<file path="config.mk">
export PLATFORM = sky130hd
export DESIGN_NAME = cc_ctrl_regs
export DESIGN_NICKNAME = d
export VERILOG_FILES = /design/src/rtl/cc_pkg.sv /design/src/rtl/cc_cmd_decode.sv /design/src/rtl/cc_flush_addr.sv /design/src/rtl/cc_flush_fsm.sv /design/src/rtl/cc_miss_ctr.sv /design/src/rtl/cc_ctrl_regs.sv
export SDC_FILE = /design/constraint.sdc
export NUM_CORES = 1
export LEC_CHECK = 0
export CELL_PAD_IN_SITES_DETAIL_PLACEMENT = 0
export CELL_PAD_IN_SITES_GLOBAL_PLACEMENT = 1
export CORE_AREA = 2 2 87 130
export DETAILED_ROUTE_END_ITERATION = 8
export DIE_AREA = 0 0 89 132
export DONT_BUFFER_PORTS = 1
export GPL_TIMING_DRIVEN = 0
export PLACE_DENSITY_LB_ADDON = 0.1
export SETUP_SLACK_MARGIN = 0.05
export SYNTH_ARGS = -nofsm -noshare
export SYNTH_HDL_FRONTEND = slang
export SYNTH_SLANG_ARGS = --single-unit
</file>
<file path="constraint.sdc">
create_clock -name clk -period 2.3 [get_ports clk]
set_input_delay 0.46 -clock clk [delete_from_list [all_inputs] [get_ports clk]]
set_output_delay 0.46 -clock clk [all_outputs]
set_load 0.05 [all_outputs]
</file>
<file path="src/rtl/cc_pkg.sv">
package cc_pkg;
  localparam int unsigned CC_DATA_W = 16;
  localparam int unsigned CC_ADDR_W = 24;
  localparam int unsigned CC_OFFS_W = 4;
  localparam int unsigned CC_SET_W  = 8;
  localparam int unsigned CC_CNT_W  = 16;
  localparam logic [15:0] CC_CMD_INIT  = 16'hCE3C;
  localparam logic [15:0] CC_CMD_FLUSH = 16'hDE3C;

  typedef enum logic [1:0] {
    SEL_CMD  = 2'd0,
    SEL_FLO  = 2'd1,
    SEL_FHI  = 2'd2,
    SEL_MISS = 2'd3
  } reg_sel_e;

  typedef enum logic {
    FL_IDLE = 1'b0,
    FL_WAIT = 1'b1
  } flush_st_e;
endpackage

</file>
<file path="src/rtl/cc_cmd_decode.sv">
module cc_cmd_decode #(
  parameter int unsigned DATA_W = cc_pkg::CC_DATA_W,
  parameter logic [DATA_W-1:0] INIT_CODE  = cc_pkg::CC_CMD_INIT,
  parameter logic [DATA_W-1:0] FLUSH_CODE = cc_pkg::CC_CMD_FLUSH
) (
  input  logic              clk,
  input  logic              rst_n,
  input  logic              cmd_wr,
  input  logic [DATA_W-1:0] wdata,
  input  logic              cache_en,
  input  logic              flush_busy,
  output logic [DATA_W-1:0] cmd_q,
  output logic              init_pulse,
  output logic              flush_go,
  output logic              cmd_take,
  output logic              cmd_reject,
  output logic              err_q
);
  function automatic logic code_is_legal(input logic [DATA_W-1:0] v);
    return (v == INIT_CODE) || (v == FLUSH_CODE);
  endfunction

  logic allowed;

  always_comb begin
    allowed    = !cache_en && !flush_busy;
    cmd_take   = cmd_wr && allowed && code_is_legal(wdata);
    cmd_reject = cmd_wr && !cmd_take;
    flush_go   = cmd_take && (wdata == FLUSH_CODE);
  end

  always_ff @(posedge clk or negedge rst_n) begin
    if (!rst_n) begin
      cmd_q      <= '0;
      init_pulse <= 1'b0;
      err_q      <= 1'b0;
    end else begin
      init_pulse <= cmd_take && (wdata == INIT_CODE);
      if (cmd_take)   cmd_q <= wdata;
      if (cmd_reject) err_q <= 1'b1;
    end
  end
endmodule

</file>
<file path="src/rtl/cc_flush_addr.sv">
module cc_flush_addr #(
  parameter int unsigned DATA_W = cc_pkg::CC_DATA_W,
  parameter int unsigned ADDR_W = cc_pkg::CC_ADDR_W,
  localparam int unsigned HI_W  = ADDR_W - DATA_W
) (
  input  logic              clk,
  input  logic              rst_n,
  input  logic              lo_wr,
  input  logic              hi_wr,
  input  logic [DATA_W-1:0] wdata,
  output logic [DATA_W-1:0] lo_rd,
  output logic [DATA_W-1:0] hi_rd,
  output logic [ADDR_W-1:0] flush_addr
);
  logic [DATA_W-1:0] lo_q;
  logic [HI_W-1:0]   hi_q;

  always_ff @(posedge clk or negedge rst_n) begin
    if (!rst_n) begin
      lo_q <= '0;
      hi_q <= '0;
    end else begin
      if (lo_wr) lo_q <= wdata;
      if (hi_wr) hi_q <= wdata[HI_W-1:0];
    end
  end

  assign lo_rd      = lo_q;
  assign hi_rd      = {{(DATA_W-HI_W){1'b0}}, hi_q};
  assign flush_addr = {hi_q, lo_q};
endmodule

</file>
<file path="src/rtl/cc_flush_fsm.sv">
module cc_flush_fsm #(
  parameter int unsigned ADDR_W = cc_pkg::CC_ADDR_W,
  parameter int unsigned OFFS_W = cc_pkg::CC_OFFS_W,
  parameter int unsigned SET_W  = cc_pkg::CC_SET_W,
  localparam int unsigned TAG_W = ADDR_W - OFFS_W - SET_W
) (
  input  logic              clk,
  input  logic              rst_n,
  input  logic              flush_go,
  input  logic [ADDR_W-1:0] flush_addr,
  input  logic              inv_ack,
  output logic              inv_req,
  output logic [SET_W-1:0]  inv_set,
  output logic [TAG_W-1:0]  inv_tag
);
  import cc_pkg::*;

  function automatic logic [SET_W-1:0] addr_set(input logic [ADDR_W-1:0] a);
    return a[OFFS_W +: SET_W];
  endfunction

  function automatic logic [TAG_W-1:0] addr_tag(input logic [ADDR_W-1:0] a);
    return a[ADDR_W-1 -: TAG_W];
  endfunction

  flush_st_e st_q;

  always_ff @(posedge clk or negedge rst_n) begin
    if (!rst_n) begin
      st_q    <= FL_IDLE;
      inv_set <= '0;
      inv_tag <= '0;
    end else begin
      unique case (st_q)
        FL_IDLE: if (flush_go) begin
          st_q    <= FL_WAIT;
          inv_set <= addr_set(flush_addr);
          inv_tag <= addr_tag(flush_addr);
        end
        FL_WAIT: if (inv_ack) st_q <= FL_IDLE;
        default: st_q <= FL_IDLE;
      endcase
    end
  end

  assign inv_req = (st_q == FL_WAIT);
endmodule

</file>
<file path="src/rtl/cc_miss_ctr.sv">
module cc_miss_ctr #(
  parameter int unsigned CNT_W = cc_pkg::CC_CNT_W
) (
  input  logic             clk,
  input  logic             rst_n,
  input  logic             sw_wr,
  input  logic [CNT_W-1:0] sw_val,
  input  logic             miss_evt,
  output logic [CNT_W-1:0] cnt_q
);
  function automatic logic [CNT_W-1:0] cnt_next(input logic [CNT_W-1:0] c);
    return c + CNT_W'(1);
  endfunction

  always_ff @(posedge clk or negedge rst_n) begin
    if (!rst_n)        cnt_q <= '0;
    else if (sw_wr)    cnt_q <= sw_val;
    else if (miss_evt) cnt_q <= cnt_next(cnt_q);
  end
endmodule

</file>
<file path="src/rtl/cc_ctrl_regs.sv">
module cc_ctrl_regs #(
  parameter int unsigned DATA_W = cc_pkg::CC_DATA_W,
  parameter int unsigned ADDR_W = cc_pkg::CC_ADDR_W,
  parameter int unsigned OFFS_W = cc_pkg::CC_OFFS_W,
  parameter int unsigned SET_W  = cc_pkg::CC_SET_W,
  localparam int unsigned TAG_W = ADDR_W - OFFS_W - SET_W
) (
  input  logic              clk,
  input  logic              rst_n,
  input  logic              bus_sel,
  input  logic              bus_wr,
  input  logic [1:0]        bus_addr,
  input  logic [DATA_W-1:0] bus_wdata,
  output logic [DATA_W-1:0] bus_rdata,
  input  logic              cache_en,
  input  logic              miss_evt,
  output logic              init_pulse,
  output logic              inv_req,
  output logic [SET_W-1:0]  inv_set,
  output logic [TAG_W-1:0]  inv_tag,
  input  logic              inv_ack,
  output logic              cfg_err
);
  import cc_pkg::*;

  logic              wr_any;
  logic              cmd_wr, lo_wr, hi_wr, ctr_wr;
  logic [DATA_W-1:0] cmd_q, lo_rd, hi_rd, ctr_q;
  logic [ADDR_W-1:0] flush_addr;
  logic              flush_go, cmd_take, cmd_reject;

  always_comb begin
    wr_any = bus_sel && bus_wr;
    cmd_wr = wr_any && (reg_sel_e'(bus_addr) == SEL_CMD);
    lo_wr  = wr_any && (reg_sel_e'(bus_addr) == SEL_FLO);
    hi_wr  = wr_any && (reg_sel_e'(bus_addr) == SEL_FHI);
    ctr_wr = wr_any && (reg_sel_e'(bus_addr) == SEL_MISS);
  end

  cc_cmd_decode #(.DATA_W(DATA_W)) u_cmd (
    .clk(clk), .rst_n(rst_n), .cmd_wr(cmd_wr), .wdata(bus_wdata),
    .cache_en(cache_en), .flush_busy(inv_req), .cmd_q(cmd_q),
    .init_pulse(init_pulse), .flush_go(flush_go), .cmd_take(cmd_take),
    .cmd_reject(cmd_reject), .err_q(cfg_err)
  );

  cc_flush_addr #(.DATA_W(DATA_W), .ADDR_W(ADDR_W)) u_faddr (
    .clk(clk), .rst_n(rst_n), .lo_wr(lo_wr), .hi_wr(hi_wr),
    .wdata(bus_wdata), .lo_rd(lo_rd), .hi_rd(hi_rd), .flush_addr(flush_addr)
  );

  cc_flush_fsm #(.ADDR_W(ADDR_W), .OFFS_W(OFFS_W), .SET_W(SET_W)) u_fsm (
    .clk(clk), .rst_n(rst_n), .flush_go(flush_go), .flush_addr(flush_addr),
    .inv_ack(inv_ack), .inv_req(inv_req), .inv_set(inv_set), .inv_tag(inv_tag)
  );

  cc_miss_ctr #(.CNT_W(DATA_W)) u_ctr (
    .clk(clk), .rst_n(rst_n), .sw_wr(ctr_wr), .sw_val(bus_wdata),
    .miss_evt(miss_evt), .cnt_q(ctr_q)
  );

  always_comb begin
    unique case (reg_sel_e'(bus_addr))
      SEL_CMD:  bus_rdata = cmd_q;
      SEL_FLO:  bus_rdata = lo_rd;
      SEL_FHI:  bus_rdata = hi_rd;
      default:  bus_rdata = ctr_q;
    endcase
  end
endmodule

</file>
==> results of run 1 <==
-- stage by stage --
| stage | power, uW | utilization [%] | std cells | setup slack, ns |
|---|---|---|---|---|
| after floorplan | 2510 | - | 269 | 0.102 |
| final | 4250 | 39.3 | 429 | 0.164 |
| after detailed placement | 2690 | 35.9 | 413 | -0.346 |
| after global routing | 4470 | 39.3 | 429 | 0.0883 |
| after global placement | 2680 | 35.9 | 413 | -0.325 |
| after CTS | 4300 | 39.3 | 429 | 0.0834 |
-- report_power, final --
part	internal [uW]	total (uW)	switching (uW)	leakage (uW)
Combinational	345	828	483	0.000715
Sequential	1600	1840	239	0.00101
Clock	1010	1580	576	0.000158
Total	2950	4250	1300	0.00188
-- final timing paths --
check	start	endpoint	cells after the start
max	u_fsm.inv_req$_DFF_PN0_	u_cmd.cmd_q[12]$_DFFE_PN0P_	5
min	rst_n	u_fsm.inv_tag[8]$_DFFE_PN0P_	0
max reg2reg	u_fsm.inv_req$_DFF_PN0_	u_cmd.cmd_q[12]$_DFFE_PN0P_	5
min reg2reg	u_cmd.cmd_q[3]$_DFFE_PN0P_	u_cmd.cmd_q[3]$_DFFE_PN0P_	1
max in group asynchronous	rst_n	u_fsm.inv_req$_DFF_PN0_	0
min in group clk	bus_wdata[12]	u_cmd.init_pulse$_DFF_PN0_	1
-- cell families after synthesis --
logic type                 synth area share, %
AOI/OAI and AO/OA                         4.83
muxes                                     23.3
DFF                                       54.6
adders and majority gates                0.345
and+or+nand+nor                           11.4
buffers and inverters                     2.00
xor gates and xnor gates                  3.63
-- metal layers --
layer | part of all wire, % | vias to the layer above
met5 | 0 | -
met4 | 1.1 | 0
met3 | 4.8 | 10
met2 | 52 | 43
met1 | 42 | 1123
li1 | - | 999
-- registers in the layout, indices dropped and copies added (netlist names) --
register and cells:
u_cmd.cmd_q 16, u_cmd.err_q 1, u_cmd.init_pulse 1, u_ctr.cnt_q 16
u_faddr.hi_q 8, u_faddr.lo_rd 16, u_fsm.inv_req 1, u_fsm.inv_set 8
u_fsm.inv_tag 12
-- synth_stat cells, types with 3 or more instances --
library cell / number / share of area [%]
nor3_1: 6 / 0.83
nor4_1: 5 / 0.86
mux2_2: 34 / 11
and2_1: 6 / 1.0
nand4b_1: 3 / 0.73
a22o_1: 8 / 1.9
inv_1: 3 / 0.31
nand4_1: 7 / 1.2
xnor2_1: 11 / 2.7
dfrtp_1: 79 / 55
mux4_2: 8 / 5.0
clkbuf_1: 8 / 0.83
nand2_1: 6 / 0.62
nand2b_1: 9 / 1.6
a21oi_1: 16 / 2.2
xor2_1: 4 / 0.97
nand3_1: 3 / 0.41
mux2_4: 18 / 7.5
nor2_1: 19 / 2.0
-- what timing repair did --
item                       in CTS  in global routing
resized for setup              17                  1
hold endpoints to repair       79                 79
cloned                          0                  0
buffers inserted                0                  0
setup endpoints to repair      26                  6
-- layout make-up --
class,count,share of cell area (%)
clock inverters,5,1.92
well taps,144,4.33
flip-flops and latches,79,47.5
multi-input cells,175,38.1
inverters,3,0.270
clock buffers,11,6.07
plain buffers,12,1.77
==> impl_metrics.py, run 1 <==
metrics = {
    "synth": {
        "synth-async-reset-ratio_pct": 100,
        "ys.flop_type": "dfrtp_1",
        "ys_warn_count": 0,
        "ys_types": 33,
        "synth_edf_count": 0,
        "synth-seq-cells": 79,
        "synthesis.nets": 295,
        "syn_inst": 269,
        "synth_area_per_cell_um2": 13.5,
        "seq_area_frac_synth_pct": 54.6,
        "synth_area_um2": 3620,
    },
    "layout": {
        "num-nets-final": 306,
        "fillCellCount": 1058,
        "multi_input_area_um2": 1590,
        "antennaDiodeCount": 0,
        "layout_commonest_cell": "dfrtp_1",
        "seq_area_um2": 1980,
        "syn_to_final_growth_pct": 15.0,
        "drive_gt1_share_pct": 34.7,
        "finalInstanceArea_um2": 4170,
        "layout_common_cells": "dfrtp_1, mux2_2, mux2_4, nor2_1, a21oi_1",
    },
    "global_route": {
        "grt.busiest_layer": "met2",
        "grt_pass1_vias": 2338,
        "grtUsageTotal_pct": 17.1,
        "grt_max_degree": 80,
        "met2_usage_pct": 26.9,
        "grt_pass1_wl_um": 14400,
        "antenna_found_initial": 0,
        "use_met1_pct": 22.2,
        "met3_usage_pct": 4.38,
        "grt_overflow": 0,
    },
    "cts": {
        "worstSkewPairLatency_ns": 0.34,
        "clkTransAtPathRegs_ns": 0.07,
        "cts_max_level": 3,
        "cts_root_buf": "clkbuf_16",
        "cts_buffers": 9,
        "clockBufferDepth": 2,
        "cts.sinks": 79,
        "tritoncts": "done",
    },
    "drt": {
        "drt-initial-drc-count": 84,
        "num_vias": 2175,
        "antenna_violating_nets_post_route": 0,
        "dr.pass1.iters": 4,
        "routed_wl_um": 9190,
        "post_drt_wl_per_cell_um": 21.4,
        "post-route-drc-count": 0,
        "vias_per_cell": 5.07,
    },
    "sta": {
        "final_hold_viol_count": 79,
        "rsz0062_at_grt": "false",
        "hold_slack_ns": -0.194,
        "maxSlewHeadroom_pct": 51.1,
        "setup_tns_ns": 0,
        "fmax_mhz": 468,
        "finalSetupViolations": 0,
        "final_max_slew_viol_count": 0,
        "clock_skew_ns": 0.00672,
        "period_minus_slack_ns": 2.14,
        "worstMarginPinSlew_ns": 0.734,
        "fin_crit_sh_pct": 92.9,
    },
    "critical_path": {
        "critPathMaxStageDelay_ns": 0.54,
        "critPathTopFamily": "simple AND/OR/NAND/NOR gates",
        "rrSetupSlack_ns": 0.16,
        "critical_path.cell_chain": "or4b_4 -> nor3_4 -> nand2_2 -> buf_2 -> a21bo_2",
        "endpoint_kind": "flip-flop",
        "critical_path_buf_inv_count": 1,
        "crit_type": "reg -> reg",
        "cp_slowest_cell": "or4b_4",
        "path_max_fanout": 10,
        "start_kind": "flip-flop",
        "arrival_ns": 2.37,
        "required_ns": 2.53,
    },
    "die": {
        "initial_core_util_pct": 34.2,
        "die_height_um": 132,
        "ioPinCount": 64,
        "dieArea_um2": 11700,
        "core.rowCount": 46,
        "coreArea_um2": 10600,
        "die_x_um": 89,
    },
    "pwr": {
        "p_leak_uw": 0.00188,
        "powerDensity_nw_per_um2": 1020,
        "vdd_drop_max_mv": 0.392,
    },
    "place": {
        "hpwlAfterDp_um": 6320,
        "gp_congestion": 0.727,
        "dpl_cell_area_um2": 3800,
        "io_buffers": 0,
    },
    "run": {
        "maxCapViolations": 0,
    },
    "status": {
        "violations": "hold timing",
        "status": "finished, violations left",
    },
    "worst_hold_path": {
        "hold_class": "in -> async",
    },
}
Power figures use the tool's default switching activity.
==> run 2: changes to the inputs <==
Settings changed: MAX_ROUTING_LAYER set to met4.
==> impl_metrics.py, run 2 (synthesis gave the netlist of run 1 again) <==
metrics = {
    "global_route": {
        "grt_max_degree": 80,
        "grt_overflow": 0,
        "grt_pass1_vias": 2339,
        "antenna_found_initial": 0,
        "grtUsageTotal_pct": 17.6,
        "grt_pass1_wl_um": 14400,
    },
    "cts": {
        "post_cts_buffers": 0,
        "cts.sinks": 79,
        "cts_buffers": 9,
        "worstSkewPairLatency_ns": 0.34,
        "clockBufferDepth": 2,
        "cts_root_buf": "clkbuf_16",
        "tritoncts": "done",
        "clkTransAtPathRegs_ns": 0.07,
        "cts_max_level": 3,
    },
    "layout": {
        "post-route-util_pct": 39.3,
        "finalInstanceArea_um2": 4170,
        "num-nets-final": 306,
        "antennaDiodeCount": 0,
        "layout_commonest_cell": "dfrtp_1",
        "syn_to_final_growth_pct": 15.0,
        "drive_gt1_share_pct": 34.7,
        "layout_common_cells": "dfrtp_1, mux2_2, mux2_4, nor2_1, a21oi_1",
    },
    "sta": {
        "final_max_slew_viol_count": 0,
        "setup_tns_ns": 0,
        "fmax_mhz": 467,
        "finalSetupViolations": 0,
        "clock_skew_ns": 0.00824,
        "maxSlewHeadroom_pct": 52.8,
        "hold_slack_ns": -0.196,
        "final_hold_viol_count": 79,
        "fin_crit_sh_pct": 93.0,
        "period_minus_slack_ns": 2.14,
        "rsz0062_at_grt": "false",
        "worstMarginPinSlew_ns": 0.707,
    },
    "critical_path": {
        "crit_type": "reg -> reg",
        "critPathTopFamily": "simple AND/OR/NAND/NOR gates",
        "arrival_ns": 2.37,
        "critical_path_buf_inv_count": 1,
        "path_max_fanout": 10,
        "start_kind": "flip-flop",
        "required_ns": 2.53,
        "endpoint_kind": "flip-flop",
        "critPathMaxStageDelay_ns": 0.54,
        "critical_path.cell_chain": "or4b_4 -> nor3_4 -> nand2_2 -> buf_2 -> a21bo_2",
        "cp_slowest_cell": "or4b_4",
    },
    "drt": {
        "dr.pass1.iters": 4,
        "vias_per_cell": 5.11,
        "post-route-drc-count": 0,
        "post_drt_wl_per_cell_um": 21.4,
        "routed_wl_um": 9180,
        "drt-initial-drc-count": 83,
        "antenna_violating_nets_post_route": 0,
        "num_vias": 2191,
    },
    "place": {
        "io_buffers": 0,
        "dpl_cell_area_um2": 3800,
        "hpwlAfterDp_um": 6320,
        "gp_congestion": 0.736,
    },
    "die": {
        "dieArea_um2": 11700,
        "initial_core_util_pct": 34.2,
        "ioPinCount": 64,
        "core.rowCount": 46,
        "coreArea_um2": 10600,
        "die_x_um": 89,
        "die_height_um": 132,
    },
    "pwr": {
        "p_leak_uw": 0.00188,
        "powerDensity_nw_per_um2": 1020,
        "vdd_drop_max_mv": 0.394,
    },
    "status": {
        "violations": "hold timing",
        "status": "finished, violations left",
    },
    "worst_hold_path": {
        "hold_class": "in -> async",
    },
    "run": {
        "maxCapViolations": 0,
    },
}
run 2: cell counts in the layout (fill, tap and decap cells not counted):
Identical to the previous run, type by type.
run 2: path summary, 6_finish.rpt:
check / start / endpoint / slack [ns] / cells past startpoint
min in group clk: bus_wdata[12] / u_cmd.init_pulse$_DFF_PN0_ / 0.19 / 1
worst max-delay path: u_fsm.inv_req$_DFF_PN0_ / u_cmd.cmd_q[12]$_DFFE_PN0P_ / 0.16 / 5
worst min register to register: u_cmd.cmd_q[3]$_DFFE_PN0P_ / u_cmd.cmd_q[3]$_DFFE_PN0P_ / 0.47 / 1
worst min-delay path: rst_n / u_fsm.inv_tag[8]$_DFFE_PN0P_ / -0.20 / 0
max in group asynchronous: rst_n / u_fsm.inv_req$_DFF_PN0_ / 2.36 / 0
worst max register to register: u_fsm.inv_req$_DFF_PN0_ / u_cmd.cmd_q[12]$_DFFE_PN0P_ / 0.16 / 5
run 2: metal layers:
layer  global-route usage, %  vias up  share of wire (%)  wire, um
met4                    6.72        0                1.7       159
li1                        -     1002                  -         -
met2                    27.0       45                 51      4720
met1                    22.3     1132                 42      3880
met5                       -        -                  0         0
met3                    4.01       12                4.6       420
run 2: layout make-up:
type                            instances  area, um2
Fill cell                            1058       6420
Sequential cell                        79       1980
Multi-Input combinational cell        175       1590
Clock buffer                           11        253
Tap cell                              144        180
Clock inverter                          5       80.1
Buffer                                 12       73.8
Inverter                                3       11.3
run 2: timing repair:
action                                 4_1_cts  5_1_grt
resized for setup                           17        1
gates cloned                                 0        0
setup endpoints to repair                   26        6
endpoints found under the hold margin       79       79
run 2: where the power goes:
| group | switching [uW] | leakage [uW] | internal (uW) |
|---|---|---|---|
| registers | 237 | 0.00101 | 1600 |
| logic | 484 | 0.000715 | 345 |
| clock network | 581 | 0.000158 | 1010 |
run 2: through the flow:
| stage | std cells | total power [uW] | worst slack [ns] |
|---|---|---|---|
| after CTS | 429 | 4300 | 0.0834 |
| after global routing | 429 | 4470 | 0.0883 |
| after global placement | 413 | 2680 | -0.325 |
| after detailed placement | 413 | 2690 | -0.346 |
| final | 429 | 4250 | 0.160 |
| after floorplan | 269 | 2510 | 0.102 |
==> run 3: changes to the inputs <==
Settings changed: ABC_AREA set to 1, CORE_AREA 2 2 87 130 to 2 2 89 133, DIE_AREA 0 0 89 132 to 0 0 91 135.
==> impl_metrics.py, run 3 <==
metrics = {
    "status": {
        "status": "finished, violations left",
        "violations": "hold timing",
    },
    "sta": {
        "finalSetupViolations": 0,
        "worstMarginPinSlew_ns": 1.09,
        "final_hold_viol_count": 79,
        "fin_crit_sh_pct": 95.3,
        "hold_slack_ns": -0.191,
        "fmax_mhz": 456,
        "maxSlewHeadroom_pct": 27.2,
        "final_max_slew_viol_count": 0,
        "rsz0062_at_grt": "false",
        "clock_skew_ns": 0.00866,
        "period_minus_slack_ns": 2.19,
    },
    "critical_path": {
        "required_ns": 1.84,
        "start_kind": "input port",
        "path_max_fanout": 8,
        "arrival_ns": 1.73,
        "endpoint_kind": "primary output",
        "crit_type": "in -> out",
    },
    "die": {
        "die_x_um": 91,
        "die_height_um": 135,
        "ioPinCount": 64,
        "core.rowCount": 47,
        "initial_core_util_pct": 34.4,
        "coreArea_um2": 11100,
        "dieArea_um2": 12300,
    },
    "drt": {
        "post-route-drc-count": 0,
        "drt-initial-drc-count": 223,
        "vias_per_cell": 4.90,
        "antenna_violating_nets_post_route": 0,
        "num_vias": 3022,
        "routed_wl_um": 11200,
        "dr.pass1.iters": 4,
        "post_drt_wl_per_cell_um": 18.2,
    },
    "global_route": {
        "antenna_found_initial": 0,
        "grt_pass1_wl_um": 17900,
        "use_met1_pct": 23.8,
        "grt_pass1_vias": 3052,
        "grt_overflow": 0,
        "grtUsageTotal_pct": 19.8,
        "met3_usage_pct": 3.96,
        "grt_max_degree": 80,
        "met2_usage_pct": 33.5,
        "grt.busiest_layer": "met2",
    },
    "layout": {
        "layout_common_cells": "nand2_1, dfrtp_1, inv_1, o21ai_0, o21ai_1",
        "finalInstanceArea_um2": 4440,
        "layout_commonest_cell": "nand2_1",
        "num-nets-final": 491,
        "drive_gt1_share_pct": 13.2,
        "syn_to_final_growth_pct": 16.6,
        "final_cells": 617,
        "post-route-util_pct": 40.1,
        "antennaDiodeCount": 0,
    },
    "place": {
        "gp_congestion": 0.822,
        "hpwlAfterDp_um": 8490,
        "dpl_cell_area_um2": 3990,
        "dp.cells": 601,
        "io_buffers": 0,
    },
    "pwr": {
        "vdd_drop_max_mv": 0.386,
        "finalPower_uw": 4110,
        "powerDensity_nw_per_um2": 926,
        "p_leak_uw": 0.00216,
    },
    "synth": {
        "synth_edf_count": 0,
        "synth_area_um2": 3800,
        "synth_area_per_cell_um2": 8.38,
        "ys_types": 34,
        "synth_top_cell_by_area": "dfrtp_1",
        "synth-seq-cells": 79,
        "seq_area_frac_synth_pct": 52.0,
        "synth-async-reset-ratio_pct": 100,
        "ys_warn_count": 0,
        "syn_inst": 454,
        "yosysMostFrequentCell": "nand2_1",
        "synthesis.nets": 480,
        "synth.area.top_cells": "dfrtp_1, nand2_1, inv_1",
        "synth_common_cells": "nand2_1, dfrtp_1, inv_1, o21ai_0, o21ai_1",
        "ys.flop_type": "dfrtp_1",
        "synth_top_area_share_pct": 52.0,
    },
    "run": {
        "maxCapViolations": 0,
    },
    "cts": {
        "cts.sinks": 79,
        "cts_buffers": 9,
        "cts_max_level": 3,
        "cts_root_buf": "clkbuf_16",
        "clockBufferDepth": 2,
        "tritoncts": "done",
        "clkTransAtPathRegs_ns": 0.06,
        "post_cts_buffers": 0,
        "worstSkewPairLatency_ns": 0.34,
    },
    "worst_hold_path": {
        "hold_class": "in -> async",
    },
}
run 3: final timing paths:
check	cells after the start	slack, ns	endpoint	startpoint
max	3	0.11	bus_rdata[2]	bus_addr[0]
min reg2reg	2	0.46	u_cmd.cmd_q[4]$_DFFE_PN0P_	u_cmd.cmd_q[4]$_DFFE_PN0P_
max reg2reg	7	0.61	u_cmd.cmd_q[13]$_DFFE_PN0P_	u_fsm.inv_req$_DFF_PN0_
min	0	-0.19	u_fsm.inv_tag[6]$_DFFE_PN0P_	rst_n
min in group clk	1	0.18	u_cmd.init_pulse$_DFF_PN0_	bus_wdata[12]
max in group asynchronous	0	2.38	u_cmd.cmd_q[9]$_DFFE_PN0P_	rst_n
run 3: what timing repair did:
action	CTS	global route
endpoints found under the hold margin	79	79
setup endpoints to repair	11	6
resized for setup	9	6
run 3: critical path, cell delays in order:
cell and delay [ns]:
inv_1 0.05, nand2_1 0.25, o2111ai_1 0.97
run 3: cells by family after synthesis:
kind of cell / Yosys count / synth area share [%]
compound gates: 96 / 15.5
xor+xnor: 3 / 0.691
fa+ha+maj: 1 / 0.329
buf+inv: 97 / 10.7
flops: 79 / 52.0
simple gates: 178 / 20.8
run 3: final cells by class:
class                   instances  area (um2)
inverters                      83         314
fillers                      1196        6620
plain buffers                  14        91.3
multi-input cells             278        1510
flip-flops and latches         79        1980
clock inverters                 4        98.8
clock buffers                  12         267
well taps                     147         184
run 3: power breakdown:
part / internal, uW / switching (uW) / leakage [uW]
Sequential: 1540 / 137 / 0.000993
Clock: 1150 / 585 / 0.000179
Combinational: 196 / 498 / 0.000984
run 3: metrics by stage:
step	setup WS (ns)	setup TNS [ns]
after floorplan	0.0163	0
after global placement	-0.364	-1.62
after detailed placement	-0.158	-0.370
after CTS	-0.0869	-0.168
after global routing	0.0653	0
final	0.109	0
run 3: metal layers:
layer,vias to the layer above,share of wire (%)
met1,1452,42
met4,0,1.5
met2,72,52
met5,-,0
met3,13,4.6
li1,1485,-
